## src/rtl/clkdiv_pkg.sv

```systemverilog
package clkdiv_pkg;

    typedef enum logic {
        SQ_IDLE,
        SQ_ARMED
    } seq_state_t;

    typedef enum logic {
        LK_WAIT,
        LK_LOCKED
    } lock_state_t;

endpackage

```

## src/rtl/clkdiv_seq.sv

```systemverilog
module clkdiv_seq
    import clkdiv_pkg::*;
#(
    parameter int AW     = 4,
    parameter int DW     = 8,
    parameter int A_S1IN = 7,
    parameter int A_S1FB = 8,
    parameter int A_S2   = 9,
    parameter int A_MODE = 10
) (
    input  logic            clk,
    input  logic            rst_n,
    input  logic            wr_en,
    input  logic [AW-1:0]   wr_addr,
    input  logic [DW-1:0]   wr_data,
    output logic [DW-1:0]   s1_in,
    output logic [DW-1:0]   s1_fb,
    output logic [DW/2-1:0] s2_in,
    output logic [DW/2-1:0] s2_fb,
    output logic            mode,
    output logic            order_err,
    output logic            cfg_err,
    output logic            commit,
    output logic            commit_long
);
    localparam int HW = DW / 2;

    seq_state_t     state_q, state_d;
    logic           hit_in, hit_fb, hit_s2, hit_mode;
    logic           do_s1, do_s2, oerr_set, bad_zero, mode_next;
    logic [DW-1:0]  staged_in_q;
    logic           staged_mode_q;

    assign hit_in   = wr_en && (wr_addr == AW'(A_S1IN));
    assign hit_fb   = wr_en && (wr_addr == AW'(A_S1FB));
    assign hit_s2   = wr_en && (wr_addr == AW'(A_S2));
    assign hit_mode = wr_en && (wr_addr == AW'(A_MODE));

    // state register
    always_ff @(posedge clk or negedge rst_n) begin
        if (!rst_n) state_q <= SQ_IDLE;
        else        state_q <= state_d;
    end

    // next state and sequence strobes
    always_comb begin
        state_d  = state_q;
        do_s1    = 1'b0;
        oerr_set = 1'b0;
        unique case (state_q)
            SQ_IDLE: begin
                if (hit_in)      state_d  = SQ_ARMED;
                else if (hit_fb) oerr_set = 1'b1;
            end
            SQ_ARMED: begin
                if (hit_fb) begin
                    do_s1   = 1'b1;
                    state_d = SQ_IDLE;
                end else if (hit_in) begin
                    oerr_set = 1'b1;
                end else if (wr_en) begin
                    oerr_set = 1'b1;
                    state_d  = SQ_IDLE;
                end
            end
            default: state_d = SQ_IDLE;
        endcase
    end

    // second-stage commit and mode resolution
    always_comb begin
        do_s2       = hit_s2;
        bad_zero    = hit_s2 && staged_mode_q && (wr_data == '0);
        mode_next   = bad_zero ? mode : staged_mode_q;
        commit      = do_s1 || do_s2;
        commit_long = do_s1 || (do_s2 && mode_next);
    end

    // staging and committed registers
    always_ff @(posedge clk or negedge rst_n) begin
        if (!rst_n) begin
            staged_in_q   <= '0;
            staged_mode_q <= 1'b0;
            s1_in         <= '0;
            s1_fb         <= '0;
            s2_in         <= '0;
            s2_fb         <= '0;
            mode          <= 1'b0;
            order_err     <= 1'b0;
            cfg_err       <= 1'b0;
        end else begin
            if (hit_in)   staged_in_q   <= wr_data;
            if (hit_mode) staged_mode_q <= wr_data[0];
            if (do_s1) begin
                s1_in <= staged_in_q;
                s1_fb <= wr_data;
            end
            if (do_s2) begin
                s2_in <= wr_data[DW-1:HW];
                s2_fb <= wr_data[HW-1:0];
                mode  <= mode_next;
            end
            if (oerr_set) order_err <= 1'b1;
            if (bad_zero) cfg_err   <= 1'b1;
        end
    end

endmodule

```

## src/rtl/clkdiv_lock.sv

```systemverilog
module clkdiv_lock
    import clkdiv_pkg::*;
#(
    parameter int LONG_CYC  = 20000,
    parameter int SHORT_CYC = 2000
) (
    input  logic clk,
    input  logic rst_n,
    input  logic start,
    input  logic start_long,
    output logic busy,
    output logic ready
);
    localparam int CW = $clog2(LONG_CYC + 1);

    lock_state_t   state_q, state_d;
    logic [CW-1:0] cnt_q, cnt_d;
    logic          long_q, long_d;

    // state register
    always_ff @(posedge clk or negedge rst_n) begin
        if (!rst_n) begin
            state_q <= LK_WAIT;
            cnt_q   <= CW'(LONG_CYC);
            long_q  <= 1'b1;
        end else begin
            state_q <= state_d;
            cnt_q   <= cnt_d;
            long_q  <= long_d;
        end
    end

    // next state
    always_comb begin
        state_d = state_q;
        cnt_d   = cnt_q;
        long_d  = long_q;
        if (start) begin
            state_d = LK_WAIT;
            long_d  = start_long || ((state_q == LK_WAIT) && long_q);
            cnt_d   = long_d ? CW'(LONG_CYC) : CW'(SHORT_CYC);
        end else begin
            unique case (state_q)
                LK_WAIT: begin
                    if (cnt_q == CW'(1)) state_d = LK_LOCKED;
                    else                 cnt_d   = cnt_q - CW'(1);
                end
                LK_LOCKED: ;
                default: state_d = LK_LOCKED;
            endcase
        end
    end

    // outputs
    always_comb begin
        busy  = (state_q == LK_WAIT);
        ready = !busy;
    end

endmodule

```

## src/rtl/clkdiv_cmpchk.sv

```systemverilog
module clkdiv_cmpchk #(
    parameter int DW         = 8,
    parameter int MCLK_HZ    = 20_000_000,
    parameter int MIN_CMP_HZ = 144_000
) (
    input  logic [DW-1:0] div_val,
    output logic          too_low
);
    logic [63:0] need_hz;

    always_comb begin
        need_hz = 64'(MIN_CMP_HZ) * (64'(div_val) + 64'd1);
        too_low = 64'(MCLK_HZ) < need_hz;
    end

endmodule

```

## src/rtl/clkdiv_ctrl.sv

```systemverilog
module clkdiv_ctrl #(
    parameter int AW         = 4,
    parameter int DW         = 8,
    parameter int A_S1IN     = 7,
    parameter int A_S1FB     = 8,
    parameter int A_S2       = 9,
    parameter int A_MODE     = 10,
    parameter int MCLK_HZ    = 20_000_000,
    parameter int CYC_PER_US = MCLK_HZ / 1_000_000,
    parameter int LONG_US    = 1000,
    parameter int SHORT_US   = 100
) (
    input  logic            clk,
    input  logic            rst_n,
    input  logic            wr_en,
    input  logic [AW-1:0]   wr_addr,
    input  logic [DW-1:0]   wr_data,
    output logic [DW-1:0]   stage1_in_div,
    output logic [DW-1:0]   stage1_fb_div,
    output logic [DW/2-1:0] stage2_in_div,
    output logic [DW/2-1:0] stage2_fb_div,
    output logic            ratio_mode,
    output logic            busy,
    output logic            ready,
    output logic            order_err,
    output logic            cfg_err,
    output logic            cmp_freq_low
);
    localparam int LONG_CYC  = LONG_US * CYC_PER_US;
    localparam int SHORT_CYC = SHORT_US * CYC_PER_US;

    logic commit, commit_long;

    clkdiv_seq #(
        .AW(AW), .DW(DW), .A_S1IN(A_S1IN), .A_S1FB(A_S1FB),
        .A_S2(A_S2), .A_MODE(A_MODE)
    ) u_seq (
        .clk(clk), .rst_n(rst_n),
        .wr_en(wr_en), .wr_addr(wr_addr), .wr_data(wr_data),
        .s1_in(stage1_in_div), .s1_fb(stage1_fb_div),
        .s2_in(stage2_in_div), .s2_fb(stage2_fb_div),
        .mode(ratio_mode), .order_err(order_err), .cfg_err(cfg_err),
        .commit(commit), .commit_long(commit_long)
    );

    clkdiv_lock #(
        .LONG_CYC(LONG_CYC), .SHORT_CYC(SHORT_CYC)
    ) u_lock (
        .clk(clk), .rst_n(rst_n),
        .start(commit), .start_long(commit_long),
        .busy(busy), .ready(ready)
    );

    clkdiv_cmpchk #(
        .DW(DW), .MCLK_HZ(MCLK_HZ), .MIN_CMP_HZ(144_000)
    ) u_cmp (
        .div_val(stage1_in_div),
        .too_low(cmp_freq_low)
    );

endmodule

```

## config.mk

```make
export PLATFORM = sky130hd
export DESIGN_NAME = clkdiv_ctrl
export DESIGN_NICKNAME = d
export VERILOG_FILES = /design/src/rtl/clkdiv_pkg.sv /design/src/rtl/clkdiv_seq.sv /design/src/rtl/clkdiv_lock.sv /design/src/rtl/clkdiv_cmpchk.sv /design/src/rtl/clkdiv_ctrl.sv
export SDC_FILE = /design/constraint.sdc
export NUM_CORES = 1
export LEC_CHECK = 0
export ABC_AREA = 0
export ABC_CLOCK_PERIOD_IN_PS = 12600
export BUFFER_PORTS_ARGS = -buffer_cell sky130_fd_sc_hd__buf_2
export CORE_UTILIZATION = 35
export DETAILED_ROUTE_END_ITERATION = 10
export PLACE_DENSITY = 0.57
export SYNTH_ARGS = -nofsm -noshare
export SYNTH_HDL_FRONTEND = slang
export SYNTH_SLANG_ARGS = --single-unit
```

## constraint.sdc

```tcl
create_clock -name clk -period 12.6 [get_ports clk]
set_input_delay 1.26 -clock clk [delete_from_list [all_inputs] [get_ports clk]]
set_output_delay 1.26 -clock clk [all_outputs]
set_load 0.05 [all_outputs]
```

# Word level (Yosys, flattened, before mapping)
# Cells that the tools add are included.
dict set report word_totals {
  ff_bits 54
  out_inout_bits 30
  elab_cells 59
}
dict set report classes {
  n_addsub 2
  n_mul 1
  order_cmp 1
  n_eq_ne 7
  muxes 20
  n_bitwise 2
  n_reduce_logical 13
}
# operator count
set ops {}
lappend ops {{$lt 25x64->1 const A} 1}
lappend ops {{$mul 11x64->57 const A} 1}
lappend ops {{$mux 15} 4}
lappend ops {{$eq 15x1->1 const B} 1}
lappend ops {{$sub 15x1->15 const B} 1}
lappend ops {{$mux 1} 14}
lappend ops {{$eq 4x4->1 const B} 3}
lappend ops {{$add 8x1->9 const B} 1}
lappend ops {{$logic_and 1x1->1} 8}
lappend ops {{$logic_not 8->1} 1}
lappend ops {{$eq 4x3->1 const B} 1}
lappend ops {{$ne 2x2->1 const B} 2}
lappend ops {{$pmux 1 s2} 2}
lappend ops {{$logic_or 1x1->1} 3}
lappend ops {{$not 1->1} 2}
lappend ops {{$reduce_and 2->1} 1}

# Depth between registers and ports, before layout
# Gate-level depths: netlist of the first run.
dict set report depth {
  word_depth 10
  ltp_mapped 19
  mapped_depth_nobuf 19
}

# Cells and area by module
# From an unflattened synthesis of the first run, not the netlist that was laid out.
dict set report unflattened {
  hier_cells 405
  hier_area_um2 4266.6
}
# mod n_inst cells_per_inst area_per_inst_um2 seq_area_each_um2
set by_module_without_submodules {}
lappend by_module_without_submodules {clkdiv_cmpchk 1 198 1697.9 0.0}
lappend by_module_without_submodules {clkdiv_seq 1 96 1522.7 925.9}
lappend by_module_without_submodules {clkdiv_lock 1 111 1046.0 432.9}

# Least setup slack after synthesis of the first run
# Ideal clock, no wire load.
dict set report synth_timing {
  path_kind {register -> output}
  from {register u_seq.s1_in[0]}
  to {output cmp_freq_low}
  t_arrival_ns 5.477
  setup_slack_ns 5.863
  stages_incl_launch_ff 20
  n_path_buf 0
  path_cell_list {dfrtp_1 > ha_1 > nand2_1 > nor2_1 > xor2_1 > ha_1 > ha_1 > inv_1 > fa_1 > fa_1 > inv_1 > ha_1 > a21oi_1 > o22ai_1 > o41ai_2 > o21ai_0 > a21o_1 > a31oi_1 > a221oi_2 > o22ai_1}
}
dict set report synth_via {
  elab_chain_cells 3
}
# item line_no
set synth_lines {}
lappend synth_lines {{start: declaration} clkdiv_seq.sv:16} ;# output logic [DW-1:0] s1_in,
lappend synth_lines {{start signal: assignment} clkdiv_seq.sv:95} ;# s1_in <= staged_in_q;
lappend synth_lines {{$add 8x1->9} clkdiv_cmpchk.sv:12} ;# need_hz = 64'(MIN_CMP_HZ) * (64'(div_val) + 64'd1);
lappend synth_lines {{$mul 11x64->57} clkdiv_cmpchk.sv:12}
lappend synth_lines {{$lt 25x64->1} clkdiv_cmpchk.sv:13} ;# too_low = 64'(MCLK_HZ) < need_hz;
lappend synth_lines {{end: declaration} clkdiv_ctrl.sv:27} ;# output logic cmp_freq_low
# Every way passes these cells.

# Worst setup path in the final report of the first run
# Ends and elaborated chain as after synthesis.

==> impl_metrics.ini, run 1 <==
[place]
post-place-cells = 539
pre_cts_slack_ns = 6.10
gp_congestion = 0.789
dp_hpwl_um = 6010
port_buffers = 44

[global_route]
first_global_vias = 2850
grt_max_degree = 55
grt_pass1_wl_um = 13300
met3_usage_pct = 2.74
grt_util_met1_pct = 18.8
use_met2_pct = 24.4
busiest_layer = met2
grt.total_usage_pct = 14.4
grt_remaining_overflow = 0
antenna_found_initial = 0

[yosys]
async_flop_share_pct = 100
synth_area_per_cell_um2 = 10.6
yosysSeqAreaShare_pct = 35.2
yosys_warnings = 0
yosys.cell_types.count = 50
syn_area_mm2 = 0.00386
synth-edff-count = 0
synthFlopType = dfrtp_1
ys_seq_elements = 54
syn_nets = 443
synthCells = 364

[finish]
antennaDiodeCount = 0
final_common_cell = ha_1
fillers = 1027
final_nets = 489
final_cells = 547
area_growth_pct = 12.2
mostFrequentLayoutCells = 50 x ha_1, 48 x dfrtp_1, 44 x buf_2
drive_gt1_share_pct = 24.3

[critical_path]
startpoint_type = flip-flop
cp_top_family = adder cells
timing.rr.start = u_lock.cnt_q[10]$_DFFE_PN1P_
crit_path_end_kind = output port
cp.required_ns = 11.34
cp.arrival_ns = 5.61
r2r_end = u_lock.cnt_q[12]$_DFFE_PN0P_
worst_path_max_delay_cell = fa_1
path_common_cell = ha_1
cp_num_buf_inv = 3
reg2reg_depth = 7
max_stage_delay_ns = 0.54
rrSetupSlack_ns = 10.19
path_cells = ha_1 > nand2_1 > nor2_1 > xor2_1 > ha_1 > ha_1 > inv_1 > fa_1 > fa_1 > inv_1 > ha_1 > a21oi_1 > o22ai_1 > o41ai_2 > o21ai_0 > a21o_1 > a31oi_1 > a221oi_2 > o22ai_1 > buf_2
path_max_fanout = 8
worst-setup-path-type = flip-flop to output port

[min_path]
hp-start = u_seq.order_err$_DFFE_PN0P_
hp-class = flip-flop to flip-flop
hold_path_depth = 1
hold_end = u_seq.order_err$_DFFE_PN0P_

[route]
vias_per_cell = 4.99
routedWlPerCell_um = 14.0
antenna_left = 0
num_vias = 2728
routed_wl_um = 7680
firstDrtPassIters = 4
route.detailed.drc = 0
drt_iter0_drc = 87

[die]
io_pins = 45
die-width_um = 107
num_rows = 37
start_util_pct = 36.7
die_area_mm2 = 0.0114
coreArea_mm2 = 0.0105
die_h_um = 107

[timing]
rsz0062_at_grt = false
maxSlewHeadroom_pct = 36.0
period_needed_ns = 6.87
tightestPinTransition_ns = 0.955
skew_ns = 0.0132
slew_viol_final = 0
setup-tns-final_ns = 0
final-hold-violation-count = 0
setup_viol = 0
finalCritPeriodShare_pct = 54.6
setup_ws_ns = 5.73
timing.fmax_mhz = 145

[pwr]
irDropWorstVdd_uv = 87.5
p_leak_nw = 2.25
powerDensity_mw_per_mm2 = 119

[run_status]
status = finished, final reports clean

[clock_tree]
cts.repair.resized = 0
htree_num_levels = 2
clockRootBuffer = clkbuf_8
clkTransAtPathRegs_ns = 0.10
clock_sinks = 54
clk_latency_ns = 0.32
ctsHoldBuffers = 0
cts_setup_buffers = 0
cts_tree = yes
cts_made_buffers = 5
clockBufferDepth = 2

[job]
maxCapViolCount = 0
synthesized netlist by cell type (4+ instances only):
cell / instances / area (um^2)
a21oi_1: 15 / 75.1
a31oi_1: 5 / 31.3
and3_1: 4 / 25.0
clkbuf_1: 6 / 22.5
dfrtp_1: 48 / 1200
dfstp_2: 6 / 158
fa_1: 14 / 280
ha_1: 50 / 626
inv_1: 41 / 154
mux2_2: 33 / 372
nand2_1: 12 / 45.0
nand3_1: 9 / 45.0
nor2_1: 27 / 101
nor3_1: 7 / 35.0
o21ai_0: 10 / 50.1
or3_1: 5 / 31.3
xnor2_1: 12 / 105
xor2_1: 9 / 78.8
sequential cells by signal, indices dropped and copies added, names as in the netlist, 4 cells and up:
signal and count:
u_seq.staged_in_q 8, u_lock.cnt_q 15, u_seq.s1_fb 8, u_seq.s2_in 4, u_seq.s1_in 8, u_seq.s2_fb 4
report_power, final:
| part | internal, mW | total (mW) | switching, mW |
|---|---|---|---|
| clock network | 0.0398 | 0.0991 | 0.0593 |
| registers | 0.215 | 0.247 | 0.0317 |
| logic | 0.0643 | 0.168 | 0.104 |
| total | 0.319 | 0.514 | 0.195 |
worst max path at each step:
stage                                           from      endpoint  slack, ns  depth (start not counted)
after detailed placement  u_seq.s1_in[0]$_DFFE_PN0P_  cmp_freq_low       6.10                         20
after global routing      u_seq.s1_in[0]$_DFFE_PN0P_  cmp_freq_low       5.35                         20
after global placement    u_seq.s1_in[0]$_DFFE_PN0P_  cmp_freq_low       6.23                         20
after CTS                 u_seq.s1_in[0]$_DFFE_PN0P_  cmp_freq_low       5.72                         20
after floorplan           u_seq.s1_in[0]$_DFFE_PN0P_  cmp_freq_low       5.86                         19
final                     u_seq.s1_in[0]$_DFFE_PN0P_  cmp_freq_low       5.73                         20
layer usage:
layer / share of wire [%] / routed length (um)
met1: 50 / 3810
met2: 45 / 3470
met3: 4.0 / 311
met4: 1.1 / 86
met5: 0 / 0
cell type report:
class / count / area, um^2 / area share (%)
multi-input cells: 262 / 2320 / 53.5
flip-flops and latches: 54 / 1360 / 31.4
repair buffers: 46 / 235 / 5.44
well taps: 136 / 170 / 3.93
inverters: 41 / 154 / 3.56
clock buffers: 5 / 68.8 / 1.59
clock inverters: 3 / 23.8 / 0.549
cells by family (layout without fill, tap and decap cells):
| family | Yosys count | count (layout) | share of synthesized area (%) |
|---|---|---|---|
| flip-flops | 54 | 54 | 35.2 |
| buffers and inverters | 48 | 95 | 4.70 |
| XOR/XNOR | 21 | 21 | 4.77 |
| AND/OR/NAND/NOR | 87 | 87 | 12.0 |
| adder cells (fa/ha/maj) | 64 | 64 | 23.5 |
| multiplexers | 33 | 33 | 9.64 |
| AO/OA/AOI/OAI | 57 | 57 | 10.2 |
through the flow:
| stage | area (um^2) | hold slack (ns) | utilization [%] | power (mW) |
|---|---|---|---|---|
| after detailed placement | 4230 | 0.443 | 40.3 | 0.421 |
| after CTS | 4330 | 0.469 | 41.2 | 0.522 |
| after global placement | 4230 | 0.436 | 40.3 | 0.415 |
| final | 4330 | 0.466 | 41.2 | 0.514 |
| after global routing | 4330 | 0.483 | 41.2 | 0.549 |
| after floorplan | 3860 | 0.475 | - | 0.375 |
Note: power is estimated with default switching activity, not from simulation.
==> run 2, diff against run 1 <==
- ABC_CLOCK_PERIOD_IN_PS: 12600 -> 7000
- clock period: 12.6 -> 7 ns (I/O delays scaled with it)
==> run 2 against run 1 <==
Compared with the run above: via count is 1.5% higher; global-route usage hardly changed; first-iteration DRC count is 16% lower.
==> impl_metrics.ini, run 2 (synthesis gave the netlist of run 1 again) <==
[critical_path]
cp-startpoint = u_seq.s1_in[0]$_DFFE_PN0P_
cp.arrival_ns = 5.66
worst_path_max_delay_cell = fa_1
max_stage_delay_ns = 0.54
timing.rr.start = u_lock.cnt_q[10]$_DFFE_PN1P_
crit_path_end_kind = output port
path_max_fanout = 8
path_cells = ha_1 > nand2_1 > nor2_1 > xor2_1 > ha_1 > ha_1 > inv_1 > fa_1 > fa_1 > inv_1 > ha_1 > a21oi_1 > o22ai_1 > o41ai_2 > o21ai_0 > a21o_1 > a31oi_1 > a221oi_2 > o22ai_1 > buf_2
worst-setup-path-type = flip-flop to output port
startpoint_type = flip-flop
path_common_cell = ha_1
cp.required_ns = 6.30

[clock_tree]
ctsHoldBuffers = 0
clockRootBuffer = clkbuf_8
htree_num_levels = 2
cts.repair.resized = 0
clkTransAtPathRegs_ns = 0.10
cts_made_buffers = 5
clk_latency_ns = 0.31
clockBufferDepth = 2
clock_sinks = 54
cts_tree = yes
cts_setup_buffers = 0

[pwr]
p_leak_nw = 2.25
p_switching_mw = 0.349
powerDensity_mw_per_mm2 = 214
switching_share_pct = 37.8
seqPwrFrac_pct = 48.0
p_comb_share_pct = 32.6
totalPowerFinal_mw = 0.925
p_int_mw = 0.576
irDropWorstVdd_uv = 151
power_frac_clock_pct = 19.4

[finish]
largest-register = u_lock.cnt_q
multi_input_area_mm2 = 0.00232
final_common_cell = ha_1
final_cells = 547
final-seq-area_mm2 = 0.00136
fillers = 1029
final_nets = 489
largest_reg_flops = 15
drive_gt1_share_pct = 24.3
area_growth_pct = 12.2
final_area_mm2 = 0.00433
antennaDiodeCount = 0
mostFrequentLayoutCells = 50 x ha_1, 48 x dfrtp_1, 44 x buf_2

[die]
coreArea_mm2 = 0.0105
start_util_pct = 36.7
die-width_um = 107
die_area_mm2 = 0.0114
num_rows = 37
die_h_um = 107
io_pins = 45

[route]
firstDrtPassIters = 4
vias_per_cell = 5.06
route.detailed.drc = 0
antenna_left = 0
routed_wl_um = 7620
drt_iter0_drc = 73
routedWlPerCell_um = 13.9
num_vias = 2770

[timing]
setup_viol = 0
rsz0062_at_grt = false
skew_ns = 0.00478
finalCritPeriodShare_pct = 90.8
timing.fmax_mhz = 157
final-hold-violation-count = 0
setup-tns-final_ns = 0
slew_viol_final = 0
period_needed_ns = 6.36
maxSlewHeadroom_pct = 37.0
tightestPinTransition_ns = 0.941
holdWs_ns = 0.472

[run_status]
status = finished, final reports clean

[min_path]
hp-start = u_seq.order_err$_DFFE_PN0P_
hp-class = flip-flop to flip-flop

[global_route]
first_global_vias = 2797
grt.total_usage_pct = 14.4
met3_usage_pct = 2.80
grt_max_degree = 55
grt_remaining_overflow = 0
antenna_found_initial = 0
busiest_layer = met2
grt_util_met1_pct = 18.3
grt_pass1_wl_um = 13200
use_met2_pct = 24.8

[place]
gp_congestion = 0.789
post-place-cells = 539
dp_hpwl_um = 5950
place_area_mm2 = 0.00423
port_buffers = 44

[job]
maxCapViolCount = 0
==> run 2: cell types whose count changed in the layout (fill, tap and decap cells not counted) <==
cell	delta
clkinvlp_4	-1
clkinv_4	+1
==> run 2: final cells by class <==
cell class | instances | share of cell area, %
clock buffer | 5 | 1.59
sequential | 54 | 31.4
multi-input combinational | 262 | 53.5
inverter | 41 | 3.56
timing repair buffer | 46 | 5.44
tap | 136 | 3.93
clock inverter | 3 | 0.578
==> run 2: per-layer routing <==
metal / part of all wire, % / wire [um]
met5: 0 / 0
met4: 1.1 / 84
met3: 3.9 / 297
met2: 46 / 3520
met1: 49 / 3720
==> run 2: critical path: cells and delay by family, from the launching register on <==
family / cells / cell delay, ns
and+or+nand+nor: 2 / 0.20
buffers and inverters: 3 / 0.38
xor gates and xnor gates: 1 / 0.46
DFF: 1 / 0.48
AOI/OAI and AO/OA: 8 / 1.54
adders and majority gates: 6 / 2.27
==> run 2: power by group through the flow <==
stage                     Clock, mW  Sequential, mW  Combinational, mW
after floorplan                   0           0.503              0.171
after global placement            0           0.447              0.300
after detailed placement          0           0.451              0.305
after CTS                     0.188           0.445              0.307
after global routing          0.196           0.455              0.337
final                         0.179           0.444              0.302
==> run 2: metrics by stage <==
step | setup WS (ns) | util (%)
3_5_place_dp | 1.02 | 40.3
3_3_place_gp | 1.19 | 40.3
5_1_grt | 0.244 | 41.2
6_report | 0.642 | 41.2
4_1_cts | 0.628 | 41.2
2_1_floorplan | 0.823 | -
==> run 2: path summary, 6_finish.rpt <==
check,endpoint,slack (ns),depth (start not counted)
setup / recovery,cmp_freq_low,0.64,20
hold / removal,u_seq.order_err$_DFFE_PN0P_,0.47,1
setup reg to reg,u_lock.cnt_q[12]$_DFFE_PN0P_,4.60,7
hold reg to reg,u_seq.order_err$_DFFE_PN0P_,0.47,1
max in group asynchronous,u_seq.staged_mode_q$_DFFE_PN0P_,6.07,2
min in group asynchronous,u_lock.cnt_q[0]$_DFFE_PN0P_,0.50,2
